--- config.mk ---
export PLATFORM = sky130hd
export DESIGN_NAME = asw_codec_top
export DESIGN_NICKNAME = d
export VERILOG_FILES = /design/src/rtl/asw_pkg.sv /design/src/rtl/asw_encoder.sv /design/src/rtl/asw_pair_acc.sv /design/src/rtl/asw_bias_out.sv /design/src/rtl/asw_codec_top.sv
export SDC_FILE = /design/constraint.sdc
export NUM_CORES = 1
export LEC_CHECK = 0
export BUFFER_PORTS_ARGS = -buffer_cell sky130_fd_sc_hd__buf_2
export CAP_MARGIN = 20
export CORE_AREA = 2 2 70 72
export CTS_CLUSTER_DIAMETER = 120
export DETAILED_ROUTE_END_ITERATION = 16
export DIE_AREA = 0 0 72 74
export PLACE_DENSITY = 0.79
export SYNTH_ARGS = -nofsm -noshare
export SYNTH_HDL_FRONTEND = slang
export SYNTH_HIERARCHICAL = 1
export SYNTH_SLANG_ARGS = --single-unit
--- constraint.sdc ---
create_clock -name clk -period 3.9 [get_ports clk]
set_input_delay 0 -clock clk [delete_from_list [all_inputs] [get_ports clk]]
set_output_delay 0 -clock clk [all_outputs]
set_load 0.02 [all_outputs]
--- src/rtl/asw_pkg.sv ---
package asw_pkg;

  // Two-bit pair digit: bit1 is the negative (x2) bit, bit0 the positive bit.
  function automatic logic [1:0] pair_bits(input int digit);
    logic [1:0] b;
    b[1] = (digit < 0);
    b[0] = ((digit & 1) != 0);
    return b;
  endfunction

  // Value of an alternating-sign code of npair pairs (used by checks).
  function automatic int code_value(input logic [15:0] code, input int npair);
    int v;
    int scale;
    v = 0;
    scale = 1;
    for (int k = 0; k < npair; k++) begin
      v = v + scale * (int'(code[2*k]) - 2 * int'(code[2*k+1]));
      scale = scale * 4;
    end
    return v;
  endfunction

endpackage

--- src/rtl/asw_encoder.sv ---
module asw_encoder #(
  parameter int WIN_W = 5,
  parameter int NPAIR = 2,
  parameter int BIAS  = 2,
  localparam int CODE_W = 2 * NPAIR
) (
  input  logic                     clk,
  input  logic                     rst,
  input  logic                     in_valid,
  input  logic signed [WIN_W-1:0]  weight,
  output logic                     out_valid,
  output logic [CODE_W-1:0]        code,
  output logic                     err
);
  import asw_pkg::*;

  localparam int S_MAX = ((1 << CODE_W) - 1) / 3;
  localparam int S_MIN = -2 * S_MAX;
  localparam int W_MIN = S_MIN + BIAS;
  localparam int W_MAX = S_MAX + BIAS;

  logic [CODE_W-1:0] code_c;
  logic              bad_c;
  int                rem_c;
  int                dig_c;

  always_comb begin
    rem_c  = int'(weight) - BIAS;
    dig_c  = 0;
    code_c = '0;
    for (int k = 0; k < NPAIR; k++) begin
      dig_c = ((rem_c + 2) & 3) - 2;
      code_c[2*k +: 2] = pair_bits(dig_c);
      rem_c = (rem_c - dig_c) >>> 2;
    end
    bad_c = (int'(weight) < W_MIN) || (int'(weight) > W_MAX);
  end

  always_ff @(posedge clk) begin
    if (rst) begin
      out_valid <= 1'b0;
      code      <= '0;
      err       <= 1'b0;
    end else begin
      out_valid <= in_valid;
      code      <= (in_valid && !bad_c) ? code_c : '0;
      err       <= in_valid && bad_c;
    end
  end

  a_r3_enc_latency: assert property (@(posedge clk) disable iff (rst)
    in_valid |=> out_valid);
  a_r3_enc_idle: assert property (@(posedge clk) disable iff (rst)
    !in_valid |=> !out_valid);
  a_r2_err_zero_code: assert property (@(posedge clk) disable iff (rst)
    err |-> (code == '0) && out_valid);
  a_r1_code_decodes: assert property (@(posedge clk) disable iff (rst)
    (out_valid && !err) |-> (code_value(16'(code), NPAIR) + BIAS == $past(int'(weight))));

endmodule

--- src/rtl/asw_pair_acc.sv ---
module asw_pair_acc #(
  parameter int PAIR_W = 8,
  parameter int NPAIR  = 2,
  parameter int SUM_W  = 11,
  localparam int IDX_W = (NPAIR > 1) ? $clog2(NPAIR) : 1
) (
  input  logic                     clk,
  input  logic                     rst,
  input  logic                     pair_valid,
  input  logic signed [PAIR_W-1:0] pair_data,
  input  logic                     ternary_mode,
  output logic                     done,
  output logic                     tern,
  output logic signed [SUM_W-1:0]  sum
);
  logic [IDX_W-1:0]        idx;
  logic signed [SUM_W-1:0] acc;
  logic signed [SUM_W-1:0] pair_ext;
  logic signed [SUM_W-1:0] term_c;
  logic                    start_c;
  logic                    last_c;

  assign pair_ext = SUM_W'(pair_data);
  assign start_c  = (idx == '0);
  assign tern     = start_c && ternary_mode;
  assign last_c   = tern || (idx == IDX_W'(NPAIR - 1));
  assign term_c   = pair_ext <<< (2 * idx);
  assign sum      = (start_c ? '0 : acc) + term_c;
  assign done     = pair_valid && last_c;

  always_ff @(posedge clk) begin
    if (rst) begin
      idx <= '0;
      acc <= '0;
    end else if (pair_valid) begin
      idx <= last_c ? '0 : idx + 1'b1;
      acc <= sum;
    end
  end

  a_r4_idx_bound: assert property (@(posedge clk) disable iff (rst)
    int'(idx) <= NPAIR - 1);
  a_r4_group_restart: assert property (@(posedge clk) disable iff (rst)
    done |=> (idx == '0));
  a_r7_idle_holds_idx: assert property (@(posedge clk) disable iff (rst)
    !pair_valid |=> $stable(idx));

endmodule

--- src/rtl/asw_bias_out.sv ---
module asw_bias_out #(
  parameter int SUM_W = 11,
  parameter int ACT_W = 10,
  parameter int BIAS  = 2,
  parameter int OUT_W = 14
) (
  input  logic                     clk,
  input  logic                     rst,
  input  logic                     done,
  input  logic                     tern,
  input  logic signed [SUM_W-1:0]  sum_in,
  input  logic [ACT_W-1:0]         act_sum,
  output logic                     res_valid,
  output logic signed [OUT_W-1:0]  res_data
);
  localparam logic signed [OUT_W-1:0] BIAS_V = OUT_W'(BIAS);

  logic signed [OUT_W-1:0] sum_ext;
  logic signed [OUT_W-1:0] act_ext;
  logic signed [OUT_W-1:0] bias_term;
  logic signed [OUT_W-1:0] add_c;

  assign sum_ext   = OUT_W'(sum_in);
  assign act_ext   = $signed({{(OUT_W-ACT_W){1'b0}}, act_sum});
  assign bias_term = act_ext * BIAS_V;
  assign add_c     = tern ? '0 : bias_term;

  always_ff @(posedge clk) begin
    if (rst) begin
      res_valid <= 1'b0;
      res_data  <= '0;
    end else begin
      res_valid <= done;
      if (done) res_data <= sum_ext + add_c;
    end
  end

  a_r6_tern_passthru: assert property (@(posedge clk) disable iff (rst)
    (done && tern) |=> (res_data == $past(sum_ext)));
  a_r7_valid_follows_done: assert property (@(posedge clk) disable iff (rst)
    res_valid |-> $past(done));
  a_r7_hold_when_idle: assert property (@(posedge clk) disable iff (rst)
    !done |=> $stable(res_data));

endmodule

--- src/rtl/asw_codec_top.sv ---
module asw_codec_top #(
  parameter int WIN_W  = 5,
  parameter int NPAIR  = 2,
  parameter int PAIR_W = 8,
  parameter int ACT_W  = 10,
  parameter int BIAS   = 2,
  localparam int CODE_W = 2 * NPAIR,
  localparam int SUM_W  = PAIR_W + 2 * (NPAIR - 1) + 1,
  localparam int BIAS_W = $clog2(BIAS + 1),
  localparam int OUT_W  = ((SUM_W > ACT_W + BIAS_W + 1) ? SUM_W : ACT_W + BIAS_W + 1) + 1
) (
  input  logic                     clk,
  input  logic                     rst,
  input  logic                     enc_in_valid,
  input  logic signed [WIN_W-1:0]  enc_weight,
  output logic                     enc_out_valid,
  output logic [CODE_W-1:0]        enc_code,
  output logic                     enc_err,
  input  logic                     pair_valid,
  input  logic signed [PAIR_W-1:0] pair_data,
  input  logic [ACT_W-1:0]         act_sum,
  input  logic                     ternary_mode,
  output logic                     res_valid,
  output logic signed [OUT_W-1:0]  res_data
);
  logic                    grp_done;
  logic                    grp_tern;
  logic signed [SUM_W-1:0] grp_sum;

  asw_encoder #(.WIN_W(WIN_W), .NPAIR(NPAIR), .BIAS(BIAS)) u_enc (
    .clk(clk), .rst(rst), .in_valid(enc_in_valid), .weight(enc_weight),
    .out_valid(enc_out_valid), .code(enc_code), .err(enc_err)
  );

  asw_pair_acc #(.PAIR_W(PAIR_W), .NPAIR(NPAIR), .SUM_W(SUM_W)) u_acc (
    .clk(clk), .rst(rst), .pair_valid(pair_valid), .pair_data(pair_data),
    .ternary_mode(ternary_mode), .done(grp_done), .tern(grp_tern), .sum(grp_sum)
  );

  asw_bias_out #(.SUM_W(SUM_W), .ACT_W(ACT_W), .BIAS(BIAS), .OUT_W(OUT_W)) u_out (
    .clk(clk), .rst(rst), .done(grp_done), .tern(grp_tern), .sum_in(grp_sum),
    .act_sum(act_sum), .res_valid(res_valid), .res_data(res_data)
  );

  a_r7_res_needs_beat: assert property (@(posedge clk) disable iff (rst)
    res_valid |-> $past(pair_valid));
  a_r9_reset_clears: assert property (@(posedge clk)
    rst |=> (!res_valid && !enc_out_valid));

endmodule

==> results.txt, run 1 <==
- Headroom to the max-slew limit came out at 58.7%.
* DP HPWL: 3.93 mm
- Number of port buffers: 48
- For this run, asynchronously set or reset flops after synthesis account for 0%.
- The worst register-to-register path begins at u_acc/idx.
- Std cell rows: 25
- Total of endpoints with negative setup slack in the final report: 0
- The netlist uses 53 different library cells.
* Synthesized netlist net count: 337
- Total count of hold-check failures in the final report: 0
- I/O pin count: 49
- Crit path from: u_acc/idx
- In this run the deepest clock path goes through 2 buffers.
- Arrival time at the worst endpoint: 3790 ps
- Post-layout minimum cycle time: 3640 ps
* Count of filler cells inserted in the layout: 422
* Longest individual stage delay on the worst path: 460 ps
- Clock root buffer: sky130_fd_sc_hd__clkbuf_8
* Reg2Reg Capture Point: u_out/res_data[11]
- Top_reg_cell synth: sky130_fd_sc_hd__dfxtp_1
- Top fanout value on the critical path: 12
- After layout, the worst path uses 93.3% of the clock period.
- The total count of max-transition violations in the final report was 0.
- Storage cell area: 641 sq um
- Initial DRT Pass Iterations: 4
- In the final layout, the share of cells above drive strength 1 is 23.4%.
- Classification of the worst-slack hold path: in2reg
* Number of nets in the layout: 386
- Entering global routing, the biggest net connects 36 pins.
- Area added between synthesis and finish: 16.0%
- Synth warnings: 6
- Peak supply drop: 0.000142 V
- Worst R2R Setup Slack: 260 ps
- Area taken by multi-input logic gates: 1690 sq um
- TritonCTS clock tree: done
- The clock arrives with 5.36 ps of skew.
- After technology mapping, the gate count stands at 284.
* Clock input transition at the sequential cells of the worst setup and hold paths: 70 ps
- The die covers 5330 sq um.
* Area after DPL: 2720 sq um
- The synthesized netlist occupies a cell area of 2440 sq um.
- The via count of the first global-routing pass is 2026.
- The worst hold path begins at enc_in_valid.
* CTS buffer count: 5
* Antenna Cells: 0
- The H-tree was split into 2 levels.
- Number of antenna violations at the first check in global routing: 0
- At the pin with the least slew margin, the transition time is 619 ps.
* Area of the placeable core: 4600 sq um
- Critical-path cell with the highest stage delay: sky130_fd_sc_hd__dfxtp_1
* Kind of start point of the critical path: register
- Status: complete, no violations
* Critical-path cell list: buf_4 -> mux2_2 -> ha_1 -> o2111ai_1 -> a21oi_1 -> nor2b_1 -> ha_1 -> and3_2 -> a221o_2 -> a311oi_2 -> mux2i_1 -> o21ai_0
- The cell that appears most often on the critical path is sky130_fd_sc_hd__ha_1.
* Final design instance area without fill: 2830 sq um
- Detailed-route via count: 2125
- Buffers added to address setup during post-CTS repair amount to 0.
- Hold slack final: 75.1 ps
* Number of buffer and inverter stages on the critical path: 1
* Chip Height: 74 um
* RSZ-0062 raised after global routing: false
* Syn avg cell area: 8.58 sq um
* Standby leakage power: 1.34 nW
* Capturing element of the worst setup path: u_out/res_data[11]
- Average wire length per cell after detail routing: 13.4 um
* Kind of end point of the critical path: register
- Max frequency: 275 MHz
* Starting Density: 53.0%
* Crit Path Category: reg2reg
- The congestion estimate from routability-driven global placement came to 0.844.
* Portion of the post-synthesis area used by sequential elements: 26.3%
* Stages on worst setup path: 12
* Total Routing Usage GR: 21.0%
- Endpoint required time on the critical path: 4050 ps
- Die span in x: 72 um
- The synthesized design contains 0 enable-type register cells.
* Crit-path leading delay family: compound AO/OA/AOI/OAI gates
- Synthesized flop and latch total: 32
* Insertion delay of the later-clocked pin in the worst-skew pair: 290 ps
- Max-cap violations in this run came to 0.
- Adding up every negative setup slack in the final design gives 0 ps.
- Wires add up to 5.19 mm.
- In this run, the number of DRC markers left after iteration 0 of detailed routing was 108.
- First-pass GRT wire length: 8.88 mm
- Power density cells: 333 nW/um^2
* Total global routing overflow: 0
- Antenna-violating nets left: 0
* Number of gates resized after cts: 0
- Measured in cells, the most critical reg-to-reg path has a length of 12.
- After detailed routing, the number of remaining DRC violations is 0.
- Drt via density: 5.48
- Clock net sink count: 32
[logic make-up after synthesis]
| kind of cell | count (synthesis) | synth area share, % |
|---|---|---|
| and+or+nand+nor | 107 | 24.5 |
| AOI/OAI and AO/OA | 62 | 17.6 |
| DFF | 32 | 26.3 |
| adders and majority gates | 25 | 13.4 |
| buffers and inverters | 24 | 4.21 |
| muxes | 20 | 8.57 |
| xor gates and xnor gates | 13 | 5.24 |
| other | 1 | 0.154 |
[worst min-delay path: stages]
cell and delay [ps]:
sky130_fd_sc_hd__buf_2 80, sky130_fd_sc_hd__nand2b_1 120, sky130_fd_sc_hd__inv_1 120
[synth_stat cells, types with 7 or more instances]
library cell | number | share of area, %
sky130_fd_sc_hd__dfxtp_1 | 32 | 26
sky130_fd_sc_hd__nor2_1 | 21 | 3.2
sky130_fd_sc_hd__mux2i_1 | 13 | 5.3
sky130_fd_sc_hd__nor2b_1 | 17 | 4.4
sky130_fd_sc_hd__nand2_1 | 20 | 3.1
sky130_fd_sc_hd__o21ai_0 | 9 | 1.8
sky130_fd_sc_hd__clkbuf_1 | 7 | 1.1
sky130_fd_sc_hd__and2_1 | 9 | 2.3
sky130_fd_sc_hd__inv_1 | 12 | 1.8
sky130_fd_sc_hd__xnor2_1 | 8 | 2.9
sky130_fd_sc_hd__a21oi_1 | 21 | 4.3
sky130_fd_sc_hd__ha_1 | 23 | 12
[layer usage]
metal | share of wire (%) | vias up | global-route usage (%)
met5 | 0 | - | 0
met4 | 1.9 | 0 | 7.34
met3 | 3.4 | 8 | 3.66
met2 | 48 | 41 | 37.1
met1 | 47 | 970 | 26.0
li1 | - | 1106 | -
[registers in the layout, indices dropped and copies added (netlist names)]
register,count
u_acc/acc,11
u_acc/idx,1
u_enc/err,1
u_enc/out_valid,1
u_out/res_valid,1
u_out/res_data,13
u_enc/code,4
[layout make-up]
| class | instances | area share [%] |
|---|---|---|
| Clock buffer | 8 | 3.19 |
| Tap cell | 54 | 2.39 |
| Multi-Input combinational cell | 228 | 59.9 |
| Timing Repair Buffer | 54 | 10.3 |
| Sequential cell | 32 | 22.7 |
| Inverter | 12 | 1.59 |
[worst min-delay path by stage]
stage               cells after the start         endpoint  slack (ps)
floorplan                               1    u_enc/code[1]          80
global route                            4    u_enc/code[3]          70
CTS                                     3  u_enc/out_valid          60
finish                                  3  u_enc/out_valid          80
detailed placement                      3    u_enc/code[0]         240
global placement                        3    u_enc/code[0]         240
[layout by cell type, fill, tap and decap left out, types with 8 or more instances in the layout]
cell type and n:
sky130_fd_sc_hd__nor2b_1 17, sky130_fd_sc_hd__a21oi_1 21, sky130_fd_sc_hd__o21ai_0 9, sky130_fd_sc_hd__inv_1 12
sky130_fd_sc_hd__buf_2 48, sky130_fd_sc_hd__nand2_1 20, sky130_fd_sc_hd__and2_1 9, sky130_fd_sc_hd__mux2i_1 13
sky130_fd_sc_hd__ha_1 23, sky130_fd_sc_hd__nor2_1 21, sky130_fd_sc_hd__xnor2_1 8, sky130_fd_sc_hd__dfxtp_1 32
[per-stage QoR]
step	setup slack, ps	cells	power [W]	util (%)
3_5_place_dp	298	378	0.000682	59.1
3_3_place_gp	370	378	0.000673	59.1
2_1_floorplan	334	284	0.000606	-
4_1_cts	269	388	0.000951	61.5
5_1_grt	25.5	388	0.000999	61.5
6_report	260	388	0.000942	61.5
[report_power, final]
group          internal (W)  switching, W
combinational      0.000134      0.000176
clock              0.000144      0.000121
sequential         0.000354     0.0000124
[timing repair]
| action | CTS | global route |
|---|---|---|
| hold buffers | 2 | 0 |
| endpoints found under the hold margin | 2 | 0 |
| setup endpoints to repair | 0 | 0 |
(Power assumes the default switching activity.)
==> run 2, diff against run 1 <==
--- a/config.mk
+++ b/config.mk
@@ -7,11 +7,13 @@
 export LEC_CHECK = 0
 export BUFFER_PORTS_ARGS = -buffer_cell sky130_fd_sc_hd__buf_2
 export CAP_MARGIN = 20
-export CORE_AREA = 2 2 70 72
+export CELL_PAD_IN_SITES_DETAIL_PLACEMENT = 0
+export CELL_PAD_IN_SITES_GLOBAL_PLACEMENT = 2
+export CORE_AREA = 2 2 89 91
 export CTS_CLUSTER_DIAMETER = 120
 export DETAILED_ROUTE_END_ITERATION = 16
-export DIE_AREA = 0 0 72 74
-export PLACE_DENSITY = 0.79
+export DIE_AREA = 0 0 91 93
+export PLACE_DENSITY = 0.81
 export SYNTH_ARGS = -nofsm -noshare
 export SYNTH_HDL_FRONTEND = slang
 export SYNTH_HIERARCHICAL = 1
==> results.txt, run 2 (synthesized netlist as in run 1, its figures left out) <==
- Area of the placeable core: 7530 sq um
- Total Die Area: 8460 sq um
- CTS buffer count: 5
- Across the run, the number of max-cap violations was 0.
* Power density cells: 347 nW/um^2
* Status: complete, no violations
- Setup repair after global routing left no endpoint under its margin.
- Average wire length per cell after detail routing: 13.3 um
- For this block, the routed nets add up to 5.79 mm of wire.
- At the pin with the least slew margin, the transition time is 660 ps.
- Final hold analysis gives a worst-case slack of 43.0 ps.
* DRC viols: 0
- Clock input transition at the sequential cells of the worst setup and hold paths: 80 ps
* Sum Neg Setup Slack: 0 ps
- The total count of max-transition violations in the final report came to 0.
- Cells fill 38.5% of the core in the end.
* Chip Height: 93 um
- The tightest min-delay check is of the in2reg type.
- Detailed placement finished with a half-perimeter wire length of 4.42 mm.
- Number of global-route vias before repair: 2118
* H-tree Lvls: 2
- Setup violations remaining at the end of the flow were counted as 0.
* Share of the clock period used by the worst path after layout: 92.2%
* Total Routing Usage GR: 14.4%
- After filler insertion, the fill cell instance count of the layout stands at 804.
* Drt via density: 4.85
- The first global-routing pass estimated 9.83 mm of wire.
* Arrival time at the worst endpoint: 3750 ps
- The number of hold violations in the final report came to 0.
- Slew margin rel.: 56.0%
* Area added between synthesis and finish: 18.9%
- Subtracting the final worst setup slack from the clock period gives 3600 ps.
- In the final layout, the registers with the most flip-flops are u_out/res_data x13, u_acc/acc x11, u_enc/code x4.
- Most flop-heavy register: u_out/res_data
- Of all nets on the critical path, the largest fanout is 14.
- Antenna Cells: 0
- Fraction of layout cells with a size suffix above 1: 23.7%
* Initial drt markers: 70
- Number of port buffers: 48
- The worst setup path is launched from a register.
- The top cell types in the final layout, fill and taps aside, are 48 x sky130_fd_sc_hd__buf_2, 31 x sky130_fd_sc_hd__dfxtp_1, 23 x sky130_fd_sc_hd__ha_1.
* Number of buffers on the longest clock path: 2
* Insertion delay of the later-clocked pin in the worst-skew pair: 290 ps
* Worst-case clock skew: 11.1 ps
- Before antenna repair, the detailed router went through 4 iterations.
* Global placement routability congestion: 0.778
- Clock root buffer: sky130_fd_sc_hd__clkbuf_8
* Endpoint required time on the critical path: 4060 ps
* Die span in x: 91 um
- Entering global routing, the biggest net connects 36 pins.
* Std cell rows: 32
- Based on the critical path, the design can be clocked at up to 278 MHz.
- The worst setup path is of the reg2reg kind.
* Number of antenna violations at the first check in global routing: 0
- For this run, the post-layout net count is 385.
- VDD sags by at most 0.000118 V.
- Standby leakage power: 1.35 nW
- Starting Density: 32.4%
- TritonCTS clock tree: done
- Clock net sink count: 32
* Flip-flop count of the largest register, all copies and words added: 13
- Most common cell after layout, fill and taps aside: sky130_fd_sc_hd__buf_2
* Antenna-violating nets left: 0
- Detailed-route via count: 2111
* Total global routing overflow: 0
* I/O pin count: 49
* Kind of end point of the critical path: register
-- run 2: cell types whose count changed in the layout (fill, tap and decap cells not counted), sizes merged --
cell / previous run / this run
clkbuf: 8 / 6
buf: 52 / 51
clkinv: 0 / 1
bufinv: 0 / 1
-- run 2: final cells by class --
cell class	instances	area [sq um]	area share (%)
Sequential cell	32	642	22.1
Multi-Input combinational cell	228	1690	58.4
Tap cell	102	128	4.40
Clock buffer	6	72.6	2.50
Timing Repair Buffer	53	283	9.75
Inverter	12	45.0	1.55
Clock inverter	2	35.0	1.21
-- run 2: routing by layer --
metal / vias up / GRT usage (%) / share of wire, %
met5: - / 0 / 0
met4: 0 / 4.92 / 1.3
met3: 6 / 3.38 / 4.6
met2: 44 / 24.7 / 46
met1: 961 / 17.8 / 48
li1: 1100 / - / -
-- run 2: per-stage QoR --
stage / std cells / area [sq um] / total power [W] / worst slack (ps)
global route: 435 / 2900 / 0.00107 / 1.83
detailed placement: 425 / 2770 / 0.000687 / 174
global placement: 425 / 2770 / 0.000687 / 288
CTS: 435 / 2900 / 0.00102 / 142
finish: 435 / 2900 / 0.00101 / 305
floorplan: 284 / 2440 / 0.000606 / 334
-- run 2: what timing repair did --
item,CTS,global route
buffers inserted,0,0
endpoints found under the hold margin,2,0
hold buffers,2,0
resized for setup,0,1
setup endpoints to repair,0,3
-- run 2: worst paths after layout --
| kind | startpoint | endpoint | slack [ps] | cells after the start |
|---|---|---|---|---|
| worst min register to register | u_out/res_data[6] | u_out/res_data[6] | 470 | 2 |
| worst max register to register | u_acc/idx | u_out/res_data[11] | 300 | 12 |
| worst max-delay path | u_acc/idx | u_out/res_data[11] | 300 | 12 |
| worst min-delay path | enc_weight[4] | u_enc/code[3] | 40 | 4 |
-- run 2: power by group --
group | leakage (nW) | switching [W] | internal [W]
Combinational | 1.03 | 0.000178 | 0.000133
Sequential | 0.263 | 0.0000138 | 0.000354
Clock | 0.0552 | 0.000138 | 0.000190
-- run 2: critical path, stage by stage, from the launching register on --
cell and delay, ps:
sky130_fd_sc_hd__dfxtp_2 420, sky130_fd_sc_hd__buf_4 210, sky130_fd_sc_hd__mux2_2 350, sky130_fd_sc_hd__ha_1 410, sky130_fd_sc_hd__o2111ai_1 250, sky130_fd_sc_hd__a21oi_1 240
sky130_fd_sc_hd__nor2b_1 70, sky130_fd_sc_hd__ha_1 350, sky130_fd_sc_hd__and3_2 190, sky130_fd_sc_hd__a221o_2 400, sky130_fd_sc_hd__a311oi_2 280, sky130_fd_sc_hd__mux2i_1 200
sky130_fd_sc_hd__o21ai_0 90
